### config.mk
export PLATFORM = sky130hd
export DESIGN_NAME = tone_pwm_gen
export DESIGN_NICKNAME = d
export VERILOG_FILES = /design/src/rtl/tpg_pkg.sv /design/src/rtl/tpg_key_sync.sv /design/src/rtl/tpg_sample_calc.sv /design/src/rtl/tpg_pwm_core.sv /design/src/rtl/tone_pwm_gen.sv
export SDC_FILE = /design/constraint.sdc
export NUM_CORES = 1
export LEC_CHECK = 0
export ABC_AREA = 0
export ABC_CLOCK_PERIOD_IN_PS = 19150
export BUFFER_PORTS_ARGS = -buffer_cell sky130_fd_sc_hd__buf_2
export CAP_MARGIN = 20
export CORE_ASPECT_RATIO = 0.8
export CORE_UTILIZATION = 45
export CTS_BUF_LIST = sky130_fd_sc_hd__clkbuf_8
export DETAILED_ROUTE_END_ITERATION = 6
export GPL_TIMING_DRIVEN = 0
export PLACE_DENSITY = 0.58
export RECOVER_POWER = 50
export SYNTH_ARGS = -nofsm -noshare
export SYNTH_HDL_FRONTEND = slang
export SYNTH_SLANG_ARGS = --single-unit
### constraint.sdc
create_clock -name clk_i -period 19.15 [get_ports clk_i]
set_clock_uncertainty 0.1 [all_clocks]
set_input_delay 3.83 -clock clk_i [delete_from_list [all_inputs] [get_ports clk_i]]
set_output_delay 3.83 -clock clk_i [all_outputs]
set_load 0.05 [all_outputs]
### src/rtl/tpg_pkg.sv
package tpg_pkg;

  localparam int TPG_CNT_W = 10;
  localparam int TPG_SEL_W = 3;
  localparam int TPG_IDX_W = 5;   // 32 samples per tone cycle
  localparam int TPG_FRAC  = 16;  // fraction bits of the sine magnitude

  // Period terminal count for each tone select code
  function automatic logic [TPG_CNT_W-1:0] tone_top(input logic [TPG_SEL_W-1:0] s);
    logic [TPG_CNT_W-1:0] t;
    case (s)
      3'd0:    t = 10'd289;
      3'd1:    t = 10'd699;
      3'd2:    t = 10'd529;
      3'd3:    t = 10'd552;
      3'd4:    t = 10'd468;
      3'd5:    t = 10'd452;
      3'd6:    t = 10'd608;
      default: t = 10'd548;
    endcase
    return t;
  endfunction

  // sin(m*pi/16) for m = 0..8, in unsigned Q1.16
  function automatic logic [TPG_FRAC:0] quarter_sin(input logic [3:0] m);
    logic [TPG_FRAC:0] v;
    case (m)
      4'd0:    v = 17'd0;
      4'd1:    v = 17'd12785;
      4'd2:    v = 17'd25080;
      4'd3:    v = 17'd36410;
      4'd4:    v = 17'd46341;
      4'd5:    v = 17'd54491;
      4'd6:    v = 17'd60547;
      4'd7:    v = 17'd64277;
      default: v = 17'd65536;
    endcase
    return v;
  endfunction

endpackage

### src/rtl/tpg_key_sync.sv
module tpg_key_sync (
  input  logic clk_i,
  input  logic rst_ni,
  input  logic key_ni,
  output logic tx_on_o
);

  logic [1:0] sync_q, sync_d;
  logic       prev_q, prev_d;
  logic       tx_q, tx_d;
  logic       key_fall, key_rise;

  assign key_fall = prev_q & ~sync_q[1];
  assign key_rise = ~prev_q & sync_q[1];

  always_comb begin
    sync_d = {sync_q[0], key_ni};
    prev_d = sync_q[1];
    tx_d   = tx_q;
    if (key_fall)      tx_d = 1'b1;
    else if (key_rise) tx_d = 1'b0;
  end

  always_ff @(posedge clk_i or negedge rst_ni) begin
    if (!rst_ni) begin
      sync_q <= 2'b11;
      prev_q <= 1'b1;
      tx_q   <= 1'b0;
    end else begin
      sync_q <= sync_d;
      prev_q <= prev_d;
      tx_q   <= tx_d;
    end
  end

  assign tx_on_o = tx_q;

  AST_TX_ON_AFTER_FALL: assert property (@(posedge clk_i) disable iff (!rst_ni)
    $past(key_fall) |-> tx_q);
  AST_TX_OFF_AFTER_RISE: assert property (@(posedge clk_i) disable iff (!rst_ni)
    $past(key_rise) |-> !tx_q);

endmodule

### src/rtl/tpg_sample_calc.sv
module tpg_sample_calc
  import tpg_pkg::*;
#(
  parameter int CNT_W = TPG_CNT_W,
  parameter int IDX_W = TPG_IDX_W
) (
  input  logic [CNT_W-1:0] top_i,
  input  logic [IDX_W-1:0] idx_i,
  output logic [CNT_W-1:0] samp_o
);

  localparam int POS_W = IDX_W - 2;
  localparam int ONE   = 1 << TPG_FRAC;
  localparam int FAC_W = TPG_FRAC + 2;
  localparam int PRD_W = CNT_W + FAC_W;

  logic [1:0]        quad;
  logic [POS_W-1:0]  pos;
  logic [3:0]        mag_idx;
  logic [TPG_FRAC:0] mag;
  logic [FAC_W-1:0]  factor;
  logic [PRD_W-1:0]  prod;

  assign quad = idx_i[IDX_W-1 -: 2];
  assign pos  = idx_i[POS_W-1:0];

  always_comb begin
    // mirror the magnitude in the second and fourth quarters
    if (quad[0]) mag_idx = 4'd8 - 4'(pos);
    else         mag_idx = 4'(pos);
    mag = quarter_sin(mag_idx);
    // negative half in the lower two quarters
    if (quad[1]) factor = FAC_W'(ONE) - FAC_W'(mag);
    else         factor = FAC_W'(ONE) + FAC_W'(mag);
    // TOP/2 * (1 + sin), rounded half up
    prod   = PRD_W'(top_i) * PRD_W'(factor) + PRD_W'(ONE);
    samp_o = CNT_W'(prod >> (TPG_FRAC + 1));
  end

endmodule

### src/rtl/tpg_pwm_core.sv
module tpg_pwm_core
  import tpg_pkg::*;
#(
  parameter int PRESCALE = 8,
  parameter int CNT_W    = TPG_CNT_W,
  parameter int IDX_W    = TPG_IDX_W
) (
  input  logic             clk_i,
  input  logic             rst_ni,
  input  logic             run_i,
  input  logic             step_i,
  input  logic [CNT_W-1:0] top_i,
  input  logic [CNT_W-1:0] samp_i,
  output logic [IDX_W-1:0] idx_o,
  output logic             pwm_o,
  output logic             stb_o
);

  localparam int PS_W = (PRESCALE > 1) ? $clog2(PRESCALE) : 1;
  localparam logic [PS_W-1:0] PS_LAST = PS_W'(PRESCALE - 1);

  logic [PS_W-1:0]  ps_q, ps_d;
  logic [CNT_W-1:0] cnt_q, cnt_d;
  logic [CNT_W-1:0] cmp_q, cmp_d;
  logic [IDX_W-1:0] idx_q, idx_d;
  logic             stb_q, stb_d;
  logic             tick, wrap, load;

  assign tick = run_i & (ps_q == PS_LAST);
  assign wrap = tick & (cnt_q == top_i);
  assign load = wrap & step_i;

  always_comb begin
    ps_d  = ps_q;
    cnt_d = cnt_q;
    cmp_d = cmp_q;
    idx_d = idx_q;
    stb_d = load;
    if (run_i) begin
      if (tick) ps_d = '0;
      else      ps_d = ps_q + 1'b1;
    end
    if (wrap)      cnt_d = '0;
    else if (tick) cnt_d = cnt_q + 1'b1;
    if (load) begin
      cmp_d = samp_i;
      idx_d = idx_q + 1'b1;
    end
  end

  always_ff @(posedge clk_i or negedge rst_ni) begin
    if (!rst_ni) begin
      ps_q  <= '0;
      cnt_q <= '0;
      cmp_q <= '0;
      idx_q <= '0;
      stb_q <= 1'b0;
    end else begin
      ps_q  <= ps_d;
      cnt_q <= cnt_d;
      cmp_q <= cmp_d;
      idx_q <= idx_d;
      stb_q <= stb_d;
    end
  end

  assign idx_o = idx_q;
  assign stb_o = stb_q;
  assign pwm_o = (cnt_q >= cmp_q);

  AST_CNT_WITHIN_TOP: assert property (@(posedge clk_i) disable iff (!rst_ni)
    cnt_q <= top_i);
  AST_CMP_WITHIN_TOP: assert property (@(posedge clk_i) disable iff (!rst_ni)
    cmp_q <= top_i);
  AST_STB_SINGLE: assert property (@(posedge clk_i) disable iff (!rst_ni)
    stb_q |=> !stb_q);
  AST_STB_NEEDS_STEP: assert property (@(posedge clk_i) disable iff (!rst_ni)
    stb_q |-> $past(step_i));
  AST_STB_AT_WRAP: assert property (@(posedge clk_i) disable iff (!rst_ni)
    stb_q |-> (cnt_q == '0));
  AST_IDX_ADVANCE: assert property (@(posedge clk_i) disable iff (!rst_ni)
    stb_q |-> (idx_q == $past(idx_q) + 1'b1));
  AST_CMP_FROZEN: assert property (@(posedge clk_i) disable iff (!rst_ni)
    !$past(step_i) |-> ($stable(cmp_q) && $stable(idx_q)));

endmodule

### src/rtl/tone_pwm_gen.sv
module tone_pwm_gen
  import tpg_pkg::*;
#(
  parameter int PRESCALE = 8,
  parameter int CNT_W    = TPG_CNT_W
) (
  input  logic                 clk_i,
  input  logic                 rst_ni,
  input  logic [TPG_SEL_W-1:0] tone_sel_i,
  input  logic                 key_ni,
  output logic                 pwm_o,
  output logic                 sample_stb_o,
  output logic                 tx_on_o
);

  localparam int IDX_W = TPG_IDX_W;

  logic [TPG_SEL_W-1:0] sel_q, sel_d;
  logic                 init_q, init_d;
  logic [CNT_W-1:0]     top_w;
  logic [CNT_W-1:0]     samp_w;
  logic [IDX_W-1:0]     idx_w;
  logic                 tx_w;

  // one-shot capture of the tone select
  always_comb begin
    sel_d  = sel_q;
    init_d = 1'b1;
    if (!init_q) sel_d = tone_sel_i;
  end

  always_ff @(posedge clk_i or negedge rst_ni) begin
    if (!rst_ni) begin
      sel_q  <= '0;
      init_q <= 1'b0;
    end else begin
      sel_q  <= sel_d;
      init_q <= init_d;
    end
  end

  assign top_w = CNT_W'(tone_top(sel_q));

  tpg_key_sync i_key (
    .clk_i   (clk_i),
    .rst_ni  (rst_ni),
    .key_ni  (key_ni),
    .tx_on_o (tx_w)
  );

  tpg_sample_calc #(
    .CNT_W (CNT_W),
    .IDX_W (IDX_W)
  ) i_calc (
    .top_i  (top_w),
    .idx_i  (idx_w),
    .samp_o (samp_w)
  );

  tpg_pwm_core #(
    .PRESCALE (PRESCALE),
    .CNT_W    (CNT_W),
    .IDX_W    (IDX_W)
  ) i_core (
    .clk_i  (clk_i),
    .rst_ni (rst_ni),
    .run_i  (init_q),
    .step_i (tx_w),
    .top_i  (top_w),
    .samp_i (samp_w),
    .idx_o  (idx_w),
    .pwm_o  (pwm_o),
    .stb_o  (sample_stb_o)
  );

  assign tx_on_o = tx_w;

  AST_SEL_HELD: assert property (@(posedge clk_i) disable iff (!rst_ni)
    (init_q && $past(init_q)) |-> $stable(sel_q));
  AST_NO_STB_BEFORE_INIT: assert property (@(posedge clk_i) disable iff (!rst_ni)
    !init_q |-> !sample_stb_o);

endmodule

==> flow_summary_export.csv, run 1 <==
group,metric,value,unit
timing,max_freq,107.5,MHz
timing,fin_crit_sh,48.57,%
worst_setup_path,slowest_stage,"fa_1",
route,drtIter0Drc,395,
timing,maxSlewHeadroom,-33.85,%
worst_setup_path,cp.arrival,9.40,ns
yosys,synth_top_area_share,30.96,%
yosys,syn_nets,1145,
finish,drive_gt1_share,5.957,%
timing,max_slew.worst_pin.slew,2.008,ns
timing,finalCriticalPeriod,9.302,ns
die,fp-row-count,43,
global_routing,grt_max_degree,38,
die,initial_core_util,46.37,%
die,ios,9,
worst_setup_path,crit_top_cell,"inv_1",
timing,fin_setup_tns,0,ns
yosys,yosysSeqAreaShare,11.50,%
global_routing,grt.total_usage,22.89,%
global_routing,grt_pass1_vias,6073,
worst_hold_path,hold_class,"reg2reg",
power,power_leakage,4.305,nW
clock_tree,cts_max_path_buffers,2,
yosys,synth-edff-count,0,
yosys,yosys.cell_types.count,72,
yosys,synth_top_family_by_area,"adder cells",
run_status,status,"complete, but fails checks",
route,firstDrtPassIters,5,
yosys,synthAdderAreaFrac,45.05,%
clock_tree,clk_pin_slew_worst_paths,0.08,ns
yosys,synth_xor_area_share,6.331,%
worst_setup_path,cp_max_fo,10,
timing,layout_setup_ws,9.848,ns
worst_setup_path,r2r_setup_slack,9.85,ns
run,max-cap-violations,1,
clock_tree,cts_setup_buffers,0,
placement,portBuffers,8,
worst_setup_path,worstPathRequired,19.25,ns
finish,num_antenna_cells,0,
power,power.density,30.92,nW/um^2
worst_setup_path,crit_start,"i_core.idx_o[0]$_DFFE_PN0P_",
global_routing,antenna_found_initial,0,
yosys,synthSimpleGateAreaFrac,16.80,%
yosys,synth_compound_area_share,9.334,%
placement,pre_cts_slack,9.849,ns
route,via_per_inst,5.238,
yosys,ys.warnings.count,0,
die,fp.dieArea,18500,um^2
run_status,violations,"capacitance limit, slew limit",
worst_setup_path,critPathLaunchType,"register",
die,die_y,121.9,um
worst_setup_path,worstSetupPathType,"reg2reg",
yosys,yosys.area.top_type,"fa_1",
route,routedWlPerCell,16.58,um
worst_setup_path,end_kind,"register",
timing,hold_violations,0,
clock_tree,holdBufCountCts,0,
placement,dp_hpwl,16.36,mm
yosys,syn-instance-count,923,
yosys,synth.top_cells.by_area,"fa_1, ha_1, dfrtp_1",
worst_setup_path,rr_startpoint,"i_core.idx_o[0]$_DFFE_PN0P_",
clock_tree,clk-insertion-delay-late,0.30,ns
worst_setup_path,endpoint,"i_core.cmp_q[3]$_DFFE_PN0P_",
yosys,synthesis.area,8083,um^2
yosys,ys_seq_elements,37,
finish,final_util,48.78,%
power,ir_drop,0.03349,mV
clock_tree,cts_tree,"built",
die,die_w,151.8,um
timing,slew_viol_final,38,
yosys,avgSynthCellArea,8.757,um^2
placement,globalplace.congestion,0.8892,
worst_setup_path,r2r_end,"i_core.cmp_q[3]$_DFFE_PN0P_",
die,core_area,17430,um^2
clock_tree,htreeDepth,2,
yosys,synthArstFlopShare,100.0,%
global_routing,grt_first_pass_wirelength,32.95,mm
route,drc,0,
route,postRouteAntennaNets,0,
global_routing,globalRouteOverflowTotal,0,
timing,setup_viol,0,
clock_tree,clock_sinks,37,
worst_setup_path,cpPeakStageDelay,0.54,ns
yosys,yosys_most_used_dff,"dfrtp_1",
route,routed_wl,19.31,mm
finish,nets,1161,
route,via_count,6102,
worst_setup_path,reg2reg_depth,31,
timing,rsz0062_at_grt,"false",
clock_tree,numCtsBuffers,5,
yosys,synth_mux_area_share,1.409,%
finish,syn_to_final_growth,5.201,%
clock_tree,root_buffer,"clkbuf_8",
clock_tree,cts.repair.resized,0,
[critical path: cells and delay by family, from the launching register on]
family	cells	cell delay, ns
AND/OR/NAND/NOR	3	0.66
XOR/XNOR	1	0.52
flip-flops	1	0.40
adder cells (fa/ha/maj)	9	4.04
multiplexers	1	0.27
buffers and inverters	8	1.03
AO/OA/AOI/OAI	9	2.15
[through the flow]
| step | hold slack, ns | std cells | area (um^2) | total power [W] |
|---|---|---|---|---|
| after floorplan | 0.2452 | 923 | 8083 | 0.0001643 |
| after global placement | 0.2459 | 1156 | 8404 | 0.0001936 |
| after detailed placement | 0.2469 | 1156 | 8404 | 0.0001933 |
| after CTS | 0.2586 | 1164 | 8521 | 0.0002659 |
| after global routing | 0.2684 | 1165 | 8503 | 0.0002815 |
| final | 0.2577 | 1165 | 8503 | 0.0002629 |
[routing by layer]
layer / track usage, % / routed length [um]
met1: 36.58 / 10090
met2: 32.81 / 8006
met3: 3.451 / 1077
met4: 3.250 / 144
met5: 0 / 0
[where the power goes]
group	internal, W	leakage [nW]	switching, W
Sequential	0.0000851	0.488	0.00000891
Combinational	0.0000354	3.75	0.0000634
Clock	0.0000419	0.0626	0.0000282
Total	0.000162	4.30	0.000101
[worst min path at each step]
stage | from | to | slack (ns) | cells after the start
finish | i_key.sync_q[0]$_DFF_PN1_ | i_key.sync_q[1]$_DFF_PN1_ | 0.26 | 0
global route | i_key.sync_q[0]$_DFF_PN1_ | i_key.sync_q[1]$_DFF_PN1_ | 0.27 | 0
CTS | i_key.sync_q[0]$_DFF_PN1_ | i_key.sync_q[1]$_DFF_PN1_ | 0.26 | 0
detailed placement | i_key.sync_q[0]$_DFF_PN1_ | i_key.sync_q[1]$_DFF_PN1_ | 0.25 | 0
global placement | i_key.sync_q[0]$_DFF_PN1_ | i_key.sync_q[1]$_DFF_PN1_ | 0.25 | 0
floorplan | i_key.sync_q[0]$_DFF_PN1_ | i_key.sync_q[1]$_DFF_PN1_ | 0.25 | 0
[final cells by class]
class,instances,area (um^2)
fill,1707,8929
multi-input combinational,690,6365
sequential,37,929.6
inverter,162,608.1
tap,225,281.5
buffer,34,156.4
clock buffer,6,82.58
timing repair buffer,9,46.29
clock inverter,2,33.78
[synthesized netlist by cell type, types with 3 or more instances]
library cell  count
dfrtp_1          34
nand4_1          10
nor2b_1          10
ha_1             91
o22ai_1           4
or3_1             3
o21ai_1           3
nand2_1         131
and3_1            3
fa_1            125
xnor2_2           3
inv_1           161
and2_1           15
xnor2_1          26
a21o_1            9
nor2_1           95
o31ai_1           7
buf_2            10
o21a_1            4
nand3_1          12
o21ai_0          22
dfstp_2           3
nand2b_1         10
xor2_1           20
a211oi_1          5
a21oi_1          17
clkbuf_1         19
nor3_1            8
a31oi_1           7
mux2_2            6
[logic make-up (layout without fill, tap and decap cells)]
kind of cell	after synthesis	in the layout
AOI/OAI and AO/OA	105	105
xor gates and xnor gates	52	52
adders and majority gates	216	216
buffers and inverters	196	213
DFF	37	37
muxes	9	9
other	1	1
and+or+nand+nor	307	307
[cells in the final DEF (no fill, tap or decap), types with 12 or more instances in the layout]
cell type	netlist	layout
o21ai_0	22	22
nand3_1	12	12
xor2_1	20	20
nand2_1	131	132
nor2_1	95	95
clkbuf_1	19	23
a21oi_1	17	17
xnor2_1	26	26
and2_1	15	15
buf_2	10	15
fa_1	125	125
dfrtp_1	34	34
inv_1	161	163
ha_1	91	91
[registers in the layout, summed over array words and instances, names as in the netlist]
signal	cells
i_core.cmp_q	10
i_core.cnt_q	10
i_core.idx_o	5
i_core.ps_q	3
sel_q	3
i_key.sync_q	2
i_core.stb_o	1
i_key.prev_q	1
i_key.tx_on_o	1
init_q	1
(Power assumes the default switching activity.)
==> run 2, diff against run 1 <==
- ABC_AREA: 0 -> 1
- ABC_CLOCK_PERIOD_IN_PS: 19150 -> 9400
- clock period: 19.15 -> 9.4 ns (I/O delays scaled with it)
==> flow_summary_export.csv, run 2 <==
group,metric,value,unit
run_status,status,"complete, but fails checks",
run_status,violations,"capacitance limit, slew limit",
finish,final_cell_mix,"nand2_1, inv_1, nor2_1, fa_1, ha_1",
finish,final_util,49.30,%
worst_setup_path,worstPathRequired,9.50,ns
placement,dp_hpwl,18.95,mm
yosys,ys_seq_elements,37,
route,drtIter0Drc,459,
yosys,syn_nets,1319,
finish,n_fill_cell,1835,
worst_setup_path,critPathLaunchType,"register",
worst_setup_path,cpPeakStageDelay,0.72,ns
yosys,yosys.cell_types.count,46,
power,clockPowerShare,31.8,%
timing,slew_viol_final,38,
placement,portBuffers,8,
timing,maxSlewHeadroom,-35.05,%
placement,dpl.cell_count,1330,
route,postRouteAntennaNets,0,
timing,max_freq,123.0,MHz
route,via_per_inst,5.146,
timing,hold_violations,0,
finish,nets,1334,
yosys,synth.top_cells.by_area,"fa_1, ha_1, nand2_1",
worst_setup_path,crit_top_cell,"inv_1",
power,ir_drop,0.06549,mV
yosys,yosysSeqAreaShare,11.28,%
die,fp-row-count,43,
worst_setup_path,cp_max_fo,8,
route,drc,0,
yosys,synth_top_area_share,30.36,%
worst_setup_path,r2r_end,"i_core.cmp_q[5]$_DFFE_PN0P_",
worst_setup_path,r2r_setup_slack,1.27,ns
power,power_leakage,4.752,nW
clock_tree,htreeDepth,2,
yosys,syn-instance-count,1097,
yosys,ys.warnings.count,0,
die,ios,9,
clock_tree,cts_setup_buffers,0,
worst_hold_path,hold_depth,0,
route,firstDrtPassIters,5,
die,die_y,123.0,um
worst_setup_path,end_kind,"register",
yosys,yosys_most_used_dff,"dfrtp_1",
finish,drive_gt1_share,5.031,%
clock_tree,root_buffer,"clkbuf_8",
global_routing,globalRouteOverflowTotal,0,
timing,max_slew.worst_pin.slew,2.026,ns
clock_tree,clk_pin_slew_worst_paths,0.09,ns
worst_setup_path,worstSetupPathType,"reg2reg",
worst_setup_path,slowest_stage,"a2111oi_0",
finish,final_common_cell,"nand2_1",
die,die_w,153.3,um
yosys,synth-edff-count,0,
finish,num_antenna_cells,0,
route,routed_wl,22.34,mm
yosys,synthArstFlopShare,100.0,%
power,power.density,62.30,nW/um^2
clock_tree,cts_max_path_buffers,2,
placement,globalplace.congestion,0.9225,
power,p_sw,0.0002108,W
worst_hold_path,holdCritStartpoint,"i_key.sync_q[0]$_DFF_PN1_",
worst_setup_path,rr_startpoint,"i_core.idx_o[0]$_DFFE_PN0P_",
finish,syn_to_final_growth,5.556,%
global_routing,grt_max_degree,38,
worst_setup_path,reg2reg_depth,31,
timing,fin_crit_sh,86.50,%
die,core_area,17650,um^2
power,p_int,0.0003312,W
route,via_count,6885,
timing,setup_viol,0,
clock_tree,clock_sinks,37,
global_routing,antenna_found_initial,0,
placement,placedInstanceArea,8563,um^2
yosys,yosysMostFrequentCell,"nand2_1",
route,routedWlPerCell,16.69,um
yosys,synthesis.area,8242,um^2
die,fp.dieArea,18860,um^2
global_routing,grt.total_usage,25.98,%
global_routing,grt_first_pass_wirelength,37.45,mm
clock_tree,clk-insertion-delay-late,0.31,ns
worst_hold_path,hold_class,"reg2reg",
timing,layout_setup_ws,1.269,ns
timing,finalCriticalPeriod,8.131,ns
clock_tree,cts.repair.resized,0,
clock_tree,numCtsBuffers,5,
yosys,yosys.area.top_type,"fa_1",
run,max-cap-violations,1,
power,swShare,38.89,%
power,p_seq_share,34.4,%
timing,fin_setup_tns,0,ns
yosys,synth_common_cells,"nand2_1, inv_1, nor2_1",
global_routing,grt_pass1_vias,6848,
die,initial_core_util,46.70,%
placement,pre_cts_slack,1.332,ns
finish,instances_no_fill,1338,
finish,design_area,8700,um^2
power,comb_power_share,33.8,%
timing,rsz0062_at_grt,"false",
clock_tree,holdBufCountCts,0,
worst_setup_path,cp.arrival,8.23,ns
worst_hold_path,hold_end,"i_key.sync_q[1]$_DFF_PN1_",
clock_tree,cts_tree,"built",
yosys,avgSynthCellArea,7.513,um^2
## run 2: changes by cell type in the layout (fill, tap and decap cells not counted), moves of 10 or more
cell      before  now
xnor2_1       26    2
a21oi_1       17   40
nor2b_1       10    0
o21ai_0       22   32
nor2_1        95  140
inv_2          0   11
nand2b_1      10    0
nand2_1      132  246
inv_1        163  228
and2_1        15    0
clkbuf_1      23   13
nand3_1       12   31
## run 2: how the worst max path moves through the flow
stage,from,endpoint,cells past startpoint
after global placement,i_core.idx_o[0]$_DFFE_PN0P_,i_core.cmp_q[5]$_DFFE_PN0P_,31
after detailed placement,i_core.idx_o[0]$_DFFE_PN0P_,i_core.cmp_q[5]$_DFFE_PN0P_,36
after floorplan,i_core.idx_o[0]$_DFFE_PN0P_,i_core.cmp_q[5]$_DFFE_PN0P_,36
after global routing,i_core.idx_o[0]$_DFFE_PN0P_,i_core.cmp_q[5]$_DFFE_PN0P_,34
after CTS,i_core.idx_o[0]$_DFFE_PN0P_,i_core.cmp_q[5]$_DFFE_PN0P_,31
final,i_core.idx_o[0]$_DFFE_PN0P_,i_core.cmp_q[5]$_DFFE_PN0P_,31
## run 2: layout make-up
type                            instances  area [um^2]  area share (%)
Timing Repair Buffer                    8        38.79          0.4459
Clock buffer                            5        68.82          0.7910
Tap cell                              225        281.5           3.236
Sequential cell                        37        929.6           10.69
Inverter                              242        908.4           10.44
Multi-Input combinational cell        801         6327           72.73
Buffer                                 17        76.32          0.8773
Clock inverter                          3        68.82          0.7910
## run 2: critical path: cells and delay by family (launching register included)
kind / cells / cell delay (ns)
compound gates: 1 / 0.72
xor+xnor: 1 / 0.69
fa+ha+maj: 9 / 3.82
buf+inv: 7 / 0.66
flops: 1 / 0.52
simple gates: 13 / 1.50
## run 2: metrics by stage
stage	total power, W	hold WS (ns)
final	0.0005420	0.2597
after global routing	0.0005791	0.2630
after floorplan	0.0003127	0.2452
after CTS	0.0005472	0.2621
after detailed placement	0.0003713	0.2491
after global placement	0.0003703	0.2469
## run 2: logic make-up after synthesis
logic type,count (synthesis),synth area share (%)
other,1,0.04550
buffers and inverters,259,11.95
muxes,1,0.1366
and+or+nand+nor,470,23.70
xor gates and xnor gates,21,2.414
adders and majority gates,216,44.18
AOI/OAI and AO/OA,92,6.300
DFF,37,11.28
## run 2: layer usage
metal  wire length, um  global-route usage [%]  up-vias
met5                 0                       0        -
met2              9198                   38.27      204
met3              1648                   5.433        8
li1                  -                       -     3366
met1             11350                   40.12     3307
met4               138                   2.273        0
## run 2: power by group through the flow
stage	combinational, W	sequential [W]	clock [W]
final	0.000183	0.000186	0.000173
after global routing	0.000207	0.000188	0.000183
after CTS	0.000183	0.000186	0.000178
after detailed placement	0.000182	0.000189	0
after global placement	0.000182	0.000189	0
after floorplan	0.000126	0.000187	0
==> run 3, diff against run 2 <==
- CORE_ASPECT_RATIO: 0.8 -> 1.2
- CORE_UTILIZATION: 45 -> 61
- PLACE_DENSITY: 0.58 -> 0.75
- REMOVE_ABC_BUFFERS: default -> 1
==> flow_summary_export.csv, run 3 (synthesized netlist as in run 2, its figures left out) <==
group,metric,value,unit
global_routing,antenna_found_initial,0,
global_routing,grt_first_pass_wirelength,32.77,mm
power,p_int,0.0002811,W
clock_tree,htreeDepth,2,
global_routing,met2_usage,54.78,%
finish,num_antenna_cells,0,
die,ios,9,
route,firstDrtPassIters,5,
finish,final_common_cell,"nand2_1",
worst_setup_path,worstSetupPathType,"reg2reg",
worst_setup_path,cpPeakStageDelay,0.59,ns
worst_hold_path,hold_class,"reg2reg",
run_status,violations,"capacitance limit, slew limit",
clock_tree,cts_tree,"built",
worst_hold_path,hold_depth,0,
worst_setup_path,cp_max_fo,8,
power,power.density,55.52,nW/um^2
route,drc,0,
timing,max_freq,124.8,MHz
global_routing,globalRouteOverflowTotal,0,
clock_tree,clock_sinks,37,
worst_setup_path,slowest_stage,"fa_1",
timing,finalCriticalPeriod,8.011,ns
clock_tree,cts_setup_buffers,0,
timing,hold_violations,0,
clock_tree,clk_pin_slew_worst_paths,0.07,ns
placement,dp_hpwl,16.63,mm
die,core_area,13180,um^2
finish,drive_gt1_share,4.745,%
power,p_seq_share,39.3,%
power,ir_drop,0.1302,mV
power,comb_power_share,37.4,%
die,initial_core_util,62.53,%
placement,portBuffers,8,
placement,globalplace.congestion,1.018,
clock_tree,root_buffer,"clkbuf_8",
die,die_y,129.3,um
clock_tree,cts_max_path_buffers,2,
clock_tree,clk-insertion-delay-late,0.30,ns
clock_tree,cts.repair.resized,0,
global_routing,grt_max_degree,38,
global_routing,grt.total_usage,30.57,%
route,postRouteAntennaNets,0,
die,fp-row-count,46,
timing,fin_setup_tns,0,ns
run,max-cap-violations,1,
worst_setup_path,cp_top_family,"adder cells",
worst_setup_path,reg2reg_depth,35,
finish,final_cell_mix,"nand2_1, inv_1, nor2_1, fa_1, ha_1",
timing,maxSlewHeadroom,-28.07,%
worst_setup_path,cp.arrival,8.15,ns
finish,nets,1318,
clock_tree,numCtsBuffers,5,
timing,setup_viol,0,
route,via_count,7023,
route,routedWlPerCell,15.67,um
run_status,status,"complete, but fails checks",
worst_setup_path,worst-path-buf-inv,8,
power,p_sw,0.0001914,W
placement,dpl.cell_count,1257,
timing,fin_crit_sh,85.23,%
die,fp.dieArea,13980,um^2
route,drtIter0Drc,419,
worst_setup_path,crit_cells,35,
global_routing,use_met3,1.308,%
power,swShare,40.51,%
worst_setup_path,end_kind,"register",
timing,max_slew.worst_pin.slew,1.921,ns
power,clockPowerShare,23.2,%
global_routing,grt_busiest_layer,"met2",
route,via_per_inst,5.556,
route,routed_wl,19.81,mm
timing,rsz0062_at_grt,"false",
clock_tree,holdBufCountCts,0,
worst_setup_path,critPathLaunchType,"register",
worst_setup_path,worstPathRequired,9.54,ns
die,die_w,108.1,um
global_routing,grt_pass1_vias,6979,
global_routing,met1_usage,36.84,%
timing,slew_viol_final,38,
finish,syn_to_final_growth,3.264,%
power,power_leakage,4.701,nW
finish,instances_no_fill,1264,
finish,final_util,64.57,%
-- run 3: worst paths after layout --
| check | start | endpoint | slack [ns] |
|---|---|---|---|
| setup / recovery | i_core.idx_o[0]$_DFFE_PN0P_ | i_core.cmp_q[5]$_DFFE_PN0P_ | 1.39 |
| hold / removal | i_key.sync_q[0]$_DFF_PN1_ | i_key.sync_q[1]$_DFF_PN1_ | 0.27 |
| setup reg to reg | i_core.idx_o[0]$_DFFE_PN0P_ | i_core.cmp_q[5]$_DFFE_PN0P_ | 1.39 |
| hold reg to reg | i_key.sync_q[0]$_DFF_PN1_ | i_key.sync_q[1]$_DFF_PN1_ | 0.27 |
| max in group asynchronous | rst_ni | i_core.cmp_q[9]$_DFFE_PN0P_ | 6.09 |
| min in group asynchronous | rst_ni | i_core.ps_q[0]$_DFFE_PN0P_ | 2.01 |
-- run 3: worst register-to-register path, delay by kind of cell, from the launching register on --
family	cells	cell delay, ns
AO/OA/AOI/OAI	4	1.09
AND/OR/NAND/NOR	14	1.46
buffers and inverters	8	0.87
flip-flops	1	0.50
adder cells (fa/ha/maj)	9	3.94
-- run 3: stage by stage --
stage | power [W] | hold WS, ns | cell area, um^2 | setup slack, ns
3_3_place_gp | 0.0003577 | 0.2536 | 8416 | 1.595
5_1_grt | 0.0005040 | 0.2702 | 8511 | 0.7223
2_1_floorplan | 0.0003096 | 0.2452 | 8165 | 2.579
4_1_cts | 0.0004751 | 0.2648 | 8512 | 1.482
6_report | 0.0004725 | 0.2675 | 8511 | 1.389
3_5_place_dp | 0.0003625 | 0.2519 | 8426 | 1.495
-- run 3: cell type report --
cell class,count,area [um^2]
Clock buffer,6,82.58
Multi-Input combinational cell,801,6330
Sequential cell,37,929.6
Inverter,242,908.4
Fill cell,1178,4669
Clock inverter,1,3.754
Tap cell,168,210.2
Timing Repair Buffer,9,46.29
-- run 3: power groups by stage --
| stage | logic [W] | registers, W | clock network, W |
|---|---|---|---|
| floorplan | 0.000122 | 0.000188 | 0 |
| global placement | 0.000170 | 0.000188 | 0 |
| finish | 0.000177 | 0.000186 | 0.000110 |
| detailed placement | 0.000174 | 0.000189 | 0 |
| global route | 0.000197 | 0.000187 | 0.000119 |
| CTS | 0.000176 | 0.000186 | 0.000114 |
-- run 3: metal layers --
layer  part of all wire (%)  routed length (um)
met3                    3.4                 682
met4                    4.8                 957
met5                      0                   0
met2                     52               10200
met1                     40                7969
